[src/rtl/vxt_pkg.sv]
package vxt_pkg;

    localparam int HDR_BYTES   = 50;   // 14 Ethernet + 20 IPv4 + 8 UDP + 8 VXLAN
    localparam int OFF_ETYPE   = 12;
    localparam int OFF_VIHL    = 14;
    localparam int OFF_PROTO   = 23;
    localparam int OFF_DIP     = 30;
    localparam int OFF_DPORT   = 36;
    localparam int OFF_VXFLAGS = 42;
    localparam int OFF_VNI     = 46;

    localparam logic [15:0] ETYPE_IPV4  = 16'h0800;
    localparam logic [7:0]  VIHL_PLAIN  = 8'h45;
    localparam logic [7:0]  PROTO_UDP   = 8'd17;
    localparam logic [15:0] VXLAN_PORT  = 16'd4789;
    localparam int          IFLAG_BIT   = 3;

    typedef struct packed {
        logic       valid;
        logic       sof;
        logic       eof;
        logic [7:0] data;
    } beat_t;

    typedef struct packed {
        logic        term;
        logic [23:0] vni;
    } verdict_t;

    function automatic logic outer_hdr_ok(
        input logic [15:0] etype,
        input logic [7:0]  vihl,
        input logic [7:0]  proto,
        input logic [15:0] dport,
        input logic [7:0]  flags
    );
        return (etype == ETYPE_IPV4) && (vihl == VIHL_PLAIN) &&
               (proto == PROTO_UDP) && (dport == VXLAN_PORT) &&
               flags[IFLAG_BIT];
    endfunction

endpackage

[src/rtl/vxt_delay_line.sv]
module vxt_delay_line
    import vxt_pkg::*;
#(
    parameter int DEPTH = HDR_BYTES
) (
    input  logic  clk,
    input  logic  rst,
    input  beat_t d,
    output beat_t q
);
    beat_t stage [DEPTH];

    generate
        for (genvar i = 0; i < DEPTH; i++) begin : g_stage
            always_ff @(posedge clk) begin
                if (rst) begin
                    stage[i] <= '0;
                end else if (i == 0) begin
                    stage[i] <= d;
                end else begin
                    stage[i] <= stage[(i == 0) ? 0 : i - 1];
                end
            end
        end
    endgenerate

    assign q = stage[DEPTH-1];

endmodule

[src/rtl/vxt_ltable.sv]
module vxt_ltable #(
    parameter int ENTRIES = 4,
    parameter int AW      = 32,
    localparam int IW     = $clog2(ENTRIES)
) (
    input  logic          clk,
    input  logic          rst,
    input  logic          wr_en,
    input  logic [IW-1:0] wr_idx,
    input  logic [AW-1:0] wr_addr,
    input  logic          wr_valid,
    input  logic          frame_start,
    input  logic [AW-1:0] lookup,
    output logic          hit
);
    logic [ENTRIES-1:0][AW-1:0] shd_addr, act_addr;
    logic [ENTRIES-1:0]         shd_v, act_v, hit_vec;

    always_ff @(posedge clk) begin
        if (rst) begin
            shd_addr <= '0;
            shd_v    <= '0;
            act_addr <= '0;
            act_v    <= '0;
        end else begin
            if (wr_en) begin
                shd_addr[wr_idx] <= wr_addr;
                shd_v[wr_idx]    <= wr_valid;
            end
            if (frame_start) begin
                act_addr <= shd_addr;
                act_v    <= shd_v;
            end
        end
    end

    generate
        for (genvar e = 0; e < ENTRIES; e++) begin : g_cmp
            assign hit_vec[e] = act_v[e] && (act_addr[e] == lookup);
        end
    endgenerate

    assign hit = |hit_vec;

    // the table used for matching only moves at a frame start
    p_active_hold_r9: assert property (@(posedge clk) disable iff (rst)
        !frame_start |=> ($stable(act_v) && $stable(act_addr)));

endmodule

[src/rtl/vxt_hdr_parser.sv]
module vxt_hdr_parser
    import vxt_pkg::*;
(
    input  logic        clk,
    input  logic        rst,
    input  beat_t       in,
    input  logic        hit,
    output logic [31:0] dip,
    output verdict_t    verdict
);
    localparam int CW = $clog2(HDR_BYTES + 1);
    localparam logic [CW-1:0] LAST = CW'(HDR_BYTES - 1);
    localparam logic [CW-1:0] FULL = CW'(HDR_BYTES);

    logic [CW-1:0] cnt_q, idx;
    logic [15:0]   etype_q, dport_q;
    logic [7:0]    vihl_q, proto_q, flags_q;
    logic [23:0]   vni_q;
    logic [31:0]   dip_q;

    assign idx = in.sof ? '0 : cnt_q;
    assign dip = dip_q;

    always_ff @(posedge clk) begin
        if (rst) begin
            cnt_q   <= '0;
            etype_q <= '0;
            dport_q <= '0;
            vihl_q  <= '0;
            proto_q <= '0;
            flags_q <= '0;
            vni_q   <= '0;
            dip_q   <= '0;
            verdict <= '0;
        end else if (in.valid) begin
            if (in.eof)           cnt_q <= '0;
            else if (idx != FULL) cnt_q <= idx + 1'b1;

            case (int'(idx))
                OFF_ETYPE, OFF_ETYPE + 1:            etype_q <= {etype_q[7:0], in.data};
                OFF_VIHL:                            vihl_q  <= in.data;
                OFF_PROTO:                           proto_q <= in.data;
                OFF_DIP, OFF_DIP + 1,
                OFF_DIP + 2, OFF_DIP + 3:            dip_q   <= {dip_q[23:0], in.data};
                OFF_DPORT, OFF_DPORT + 1:            dport_q <= {dport_q[7:0], in.data};
                OFF_VXFLAGS:                         flags_q <= in.data;
                OFF_VNI, OFF_VNI + 1, OFF_VNI + 2:   vni_q   <= {vni_q[15:0], in.data};
                default: ;
            endcase

            if (idx == LAST) begin
                verdict.term <= !in.eof && hit &&
                                outer_hdr_ok(etype_q, vihl_q, proto_q, dport_q, flags_q);
                verdict.vni  <= vni_q;
            end else if (in.eof && idx < LAST) begin
                verdict <= '0;
            end
        end
    end

    // the header byte counter never runs past the strip length
    p_cnt_bound_r6: assert property (@(posedge clk) disable iff (rst)
        cnt_q <= FULL);

endmodule

[src/rtl/vxlan_term_parser.sv]
module vxlan_term_parser
    import vxt_pkg::*;
#(
    parameter int ENTRIES = 4,
    localparam int IW = $clog2(ENTRIES)
) (
    input  logic          clk,
    input  logic          rst,
    input  logic          in_valid,
    input  logic          in_sof,
    input  logic          in_eof,
    input  logic [7:0]    in_data,
    input  logic          cfg_we,
    input  logic [IW-1:0] cfg_idx,
    input  logic [31:0]   cfg_addr,
    input  logic          cfg_valid,
    output logic          out_valid,
    output logic          out_sof,
    output logic          out_eof,
    output logic [7:0]    out_data,
    output logic          out_term,
    output logic [23:0]   out_vni
);
    localparam int CW = $clog2(HDR_BYTES + 1);
    localparam logic [CW-1:0] FULL = CW'(HDR_BYTES);

    beat_t       in_beat, dl_q;
    verdict_t    verdict;
    logic [31:0] dip;
    logic        hit, term_eff, strip;
    logic [23:0] vni_eff;
    logic [CW-1:0] oidx_q, oidx;
    logic        oterm_q;
    logic [23:0] ovni_q;

    assign in_beat = '{valid: in_valid, sof: in_sof, eof: in_eof, data: in_data};

    vxt_ltable #(.ENTRIES(ENTRIES), .AW(32)) u_table (
        .clk(clk), .rst(rst),
        .wr_en(cfg_we), .wr_idx(cfg_idx), .wr_addr(cfg_addr), .wr_valid(cfg_valid),
        .frame_start(in_valid && in_sof),
        .lookup(dip), .hit(hit)
    );

    vxt_hdr_parser u_parse (
        .clk(clk), .rst(rst), .in(in_beat), .hit(hit),
        .dip(dip), .verdict(verdict)
    );

    vxt_delay_line #(.DEPTH(HDR_BYTES)) u_delay (
        .clk(clk), .rst(rst), .d(in_beat), .q(dl_q)
    );

    // output side: the verdict is latched as the frame's first byte emerges
    assign oidx     = dl_q.sof ? '0 : oidx_q;
    assign term_eff = dl_q.sof ? verdict.term : oterm_q;
    assign vni_eff  = dl_q.sof ? verdict.vni  : ovni_q;
    assign strip    = term_eff && (oidx < FULL);

    assign out_valid = dl_q.valid && !strip;
    assign out_sof   = out_valid && (term_eff ? (oidx == FULL) : dl_q.sof);
    assign out_eof   = out_valid && dl_q.eof;
    assign out_data  = dl_q.data;
    assign out_term  = out_valid && term_eff;
    assign out_vni   = out_term ? vni_eff : '0;

    always_ff @(posedge clk) begin
        if (rst) begin
            oidx_q  <= '0;
            oterm_q <= 1'b0;
            ovni_q  <= '0;
        end else if (dl_q.valid) begin
            if (oidx != FULL) oidx_q <= oidx + 1'b1;
            oterm_q <= term_eff;
            ovni_q  <= vni_eff;
        end
    end

    // nothing leaves in the cycle after reset
    p_quiet_after_reset_r11: assert property (@(posedge clk) disable iff (rst)
        $past(rst) |-> !out_valid);

    // the terminated flag does not change inside a frame
    p_term_hold_r7: assert property (@(posedge clk) disable iff (rst)
        (out_valid && !out_sof && $past(out_valid)) |-> (out_term == $past(out_term)));

    // once a terminated frame has started, its bytes keep arriving with no gap
    p_term_contig_r6: assert property (@(posedge clk) disable iff (rst)
        (out_valid && out_term && !out_eof) |=> out_valid);

endmodule

[config.mk]
export PLATFORM = sky130hd
export DESIGN_NAME = vxlan_term_parser
export DESIGN_NICKNAME = d
export VERILOG_FILES = /design/src/rtl/vxt_pkg.sv /design/src/rtl/vxt_delay_line.sv /design/src/rtl/vxt_ltable.sv /design/src/rtl/vxt_hdr_parser.sv /design/src/rtl/vxlan_term_parser.sv
export SDC_FILE = /design/constraint.sdc
export NUM_CORES = 2
export LEC_CHECK = 0
export BUFFER_PORTS_ARGS = -buffer_cell sky130_fd_sc_hd__buf_4
export CAP_MARGIN = 5
export CORE_UTILIZATION = 40
export CTS_BUF_LIST = sky130_fd_sc_hd__clkbuf_16
export DETAILED_ROUTE_END_ITERATION = 10
export SYNTH_ARGS = -nofsm -noshare
export SYNTH_HDL_FRONTEND = slang
export SYNTH_HIERARCHICAL = 1
export SYNTH_SLANG_ARGS = --single-unit
[constraint.sdc]
create_clock -name clk -period 1.95 [get_ports clk]
set_input_delay 0.195 -clock clk [delete_from_list [all_inputs] [get_ports clk]]
set_output_delay 0.195 -clock clk [all_outputs]
set_load 0.03 [all_outputs]
==> impl_metrics.yaml <==
critical_path:
  crit_required_ns: 2.48
  worstSetupPathType: "reg2reg"
  r2r_slack_ns: -0.34
  reg2reg_from: "u_parse/dip[24]$_SDFFE_PP0P_"
  crit_start: "u_parse/dip[24]$_SDFFE_PP0P_"
  path_max_fanout: 5
  reg2reg_to: "u_parse/verdict[24]$_SDFFE_PP0P_"
  endpoint_kind: "flop"
  arrival_ns: 2.82
  r2r_cells: 9
  crit_path_start_kind: "flop"
synthesis:
  async_flop_share: 0
  synth_compound_area_frac: 0.0423
  synth_top_family_by_area: "simple AND/OR/NAND/NOR gates"
  synth_mux_area_frac: 0.0738
  avgSynthCellArea_um2: 10.5
  yosysWarnings: 6
  synth.net_count: 3155
  synth_adder_area_share: 0.00268
  synthSimpleGateAreaFrac: 0.216
  yosys_register_bits: 981
  synth-edff-count: 0
  syn_inst: 3099
  synth_seq_area_share: 0.601
  ys.flop_type: "dfxtp_1"
  synth_area_um2: 32700
  synthXorXnorAreaFrac: 0.0346
  yosysUniqueCellTypes: 63
placed_design:
  placed_cells: 4215
  hpwl_um: 41500
  globalplace.congestion: 0.882
  io_buffers: 84
sta:
  fin_crit_ns: 2.29
  fin_worst_skew_ns: 0.0131
  hold_viol_final: 0
  rsz0062_at_grt: "yes"
  period_share: 1.17
  setup_viol: 29
  drv_slew: 0
  fin_ws_ns: -0.335
  relSlewSlack: 0.637
  worstMarginPinSlew_ns: 0.544
  max_clock_freq_mhz: 438
global_route:
  grt_use_total: 0.161
  grt_max_degree: 134
  grt_pass1_vias: 18889
  grt_pass1_wl_um: 106000
  antenna_found_initial: 1
  grt-ovfl-total: 0
floorplanning:
  dieArea_um2: 82900
  core_um2: 80700
  pin_count: 85
  die_y_um: 288
  initial_core_util: 0.405
  row_count: 104
  die_w_um: 288
cells_and_area:
  nFillCells: 7423
  layout_common_cells: "dfxtp_1, nand2_1, nor2b_1"
  final_core_utilization: 0.493
  fin_cells: 4458
  syn_to_final_growth_pct: 21.7
  layout-drive-gt1-share: 0.147
  final_common_cell: "dfxtp_1"
  nNetsFinal: 3371
clock_network:
  cts_sinks: 981
  clk_pin_slew_ns: 0.06
  cts_root_buf: "clkbuf_16"
  htreeDepth: 3
  clk_latency_ns: 0.64
  cts_buffers: 98
  cts_max_path_buffers: 3
  cts_tree: "built"
power_and_ir_drop:
  ir_drop_v: 0.000653
  power.leakage_nw: 17.4
  power_density_nw_per_um2: 997
  total_power_w: 0.0397
drt:
  drt_pass1_iterations: 10
  detailedRoute.firstIterationViolations: 1111
  vias: 20585
  viasPerCell: 4.62
  final_antenna_net_count: 0
  wl_per_cell_um: 15.2
  drc_errors: 12
  wl_um: 67900
run:
  maxCapViolations: 0
status:
  violations: "DRC, setup timing"
  outcome: "finished with violations"
hold_path:
  hold_end: "u_table/shd_addr[15]$_SDFFE_PP0P_"
  hold_path.class: "in2reg"
  holdCritStartpoint: "cfg_idx[0]"
  worstHoldPathCells: 5
## synth_stat cells (2+ instances only)
library cell	instances	area, µm²
inv_1	7	26.3
nor4_1	32	200
or3b_2	2	17.5
and4bb_2	3	37.5
xnor2_1	4	35.0
buf_2	46	230
nand4_1	12	75.1
nand2_1	370	1390
ha_1	7	87.6
and2_1	3	18.8
a21o_1	2	15.0
clkbuf_1	119	447
and3_1	3	18.8
or2_2	2	12.5
a21oi_1	186	931
nor3b_1	2	15.0
nor3_1	10	50.1
nand3b_1	4	30.0
a31oi_1	4	25.0
nand3_1	14	70.1
dfxtp_1	981	19600
buf_1	5	18.8
nor2_1	212	796
buf_6	7	78.8
o21ai_0	5	25.0
nand2b_1	44	275
a22o_1	25	219
xor2_1	125	1090
nor2b_1	312	1950
and2b_1	252	1890
and3b_1	2	17.5
a32o_1	3	30.0
buf_4	17	128
nor4bb_1	2	20.0
nor4b_1	5	43.8
mux2i_1	240	2400
nand4b_4	2	47.6
buf_8	2	30.0
o211a_1	2	20.0
## how the worst max path moves through the flow
stage	end	slack (ns)	depth (start not counted)
after floorplan	out_sof	0.007	9
after global placement	u_parse/verdict[24]$_SDFFE_PP0P_	-0.61	9
after detailed placement	u_parse/verdict[24]$_SDFFE_PP0P_	-0.64	9
after CTS	out_eof	-0.36	5
after global routing	out_vni[1]	-0.42	6
final	u_parse/verdict[24]$_SDFFE_PP0P_	-0.34	9
## registers in the layout, indices dropped and copies added (netlist names), 8 cells and up
register / flops
u_delay/stage: 550
u_table/shd_addr: 128
u_parse/dport_q: 16
u_parse/vni_q: 24
u_table/act_addr: 128
ovni_q: 24
u_parse/dip: 32
u_parse/proto_q: 8
u_parse/vihl_q: 8
u_parse/etype_q: 16
u_parse/verdict: 25
## layer usage
metal | GRT usage | up-vias | part of all wire
li1 | - | 10431 | -
met5 | 0 | - | 0
met4 | 0.0507 | 0 | 0.025
met2 | 0.244 | 323 | 0.44
met3 | 0.0296 | 121 | 0.043
met1 | 0.232 | 9710 | 0.49
## critical path, cell delays in order, from the launching register on
cell and delay (ns):
dfxtp_1 0.45, xor2_1 0.39, nor4_1 0.11, nand3_1 0.17
nor3_2 0.06, or4_4 0.51, nor4b_4 0.15, nand4_1 0.11
nor4_2 0.05, a22o_1 0.17
## per-stage QoR
step | hold WS [ns] | worst slack [ns] | cell area (µm²) | TNS, ns
floorplan | 0.323 | 0.00717 | 32700 | 0
detailed placement | 0.418 | -0.644 | 35400 | -0.754
CTS | 0.0684 | -0.362 | 39500 | -9.49
finish | 0.116 | -0.335 | 39800 | -8.28
global route | 0.0961 | -0.421 | 39800 | -11.36
global placement | 0.412 | -0.606 | 35400 | -0.754
## area by class of cell
| class | count | area (µm²) | area share |
|---|---|---|---|
| Tap cell | 1060 | 1330 | 0.0333 |
| Multi-Input combinational cell | 1915 | 12500 | 0.315 |
| Sequential cell | 981 | 19700 | 0.494 |
| Inverter | 8 | 35.0 | 0.000881 |
| Antenna cell | 1 | 2.50 | 0.0000629 |
| Timing Repair Buffer | 311 | 3090 | 0.0778 |
| Clock inverter | 83 | 629 | 0.0158 |
| Clock buffer | 99 | 2480 | 0.0623 |
## report_power, final
| part | switching [W] | internal, W | total, W |
|---|---|---|---|
| clock | 0.00766 | 0.0104 | 0.0181 |
| combinational | 0.000762 | 0.000549 | 0.00131 |
| sequential | 0.0000915 | 0.0202 | 0.0203 |
## logic make-up (layout without fill, tap and decap cells)
family,Yosys count,count (layout)
and+or+nand+nor,1298,1299
DFF,981,981
muxes,241,241
buffers and inverters,204,501
AOI/OAI and AO/OA,239,239
adders and majority gates,7,7
other,0,1
xor gates and xnor gates,129,129
## what timing repair did
action,CTS,global route
hold endpoints to repair,203,0
setup buffers,11,2
gates cloned,1,4
endpoints found under the setup margin,31,101
resized for setup,125,31
hold buffers,45,0
pin swaps,35,13
Power figures use the tool's default switching activity.
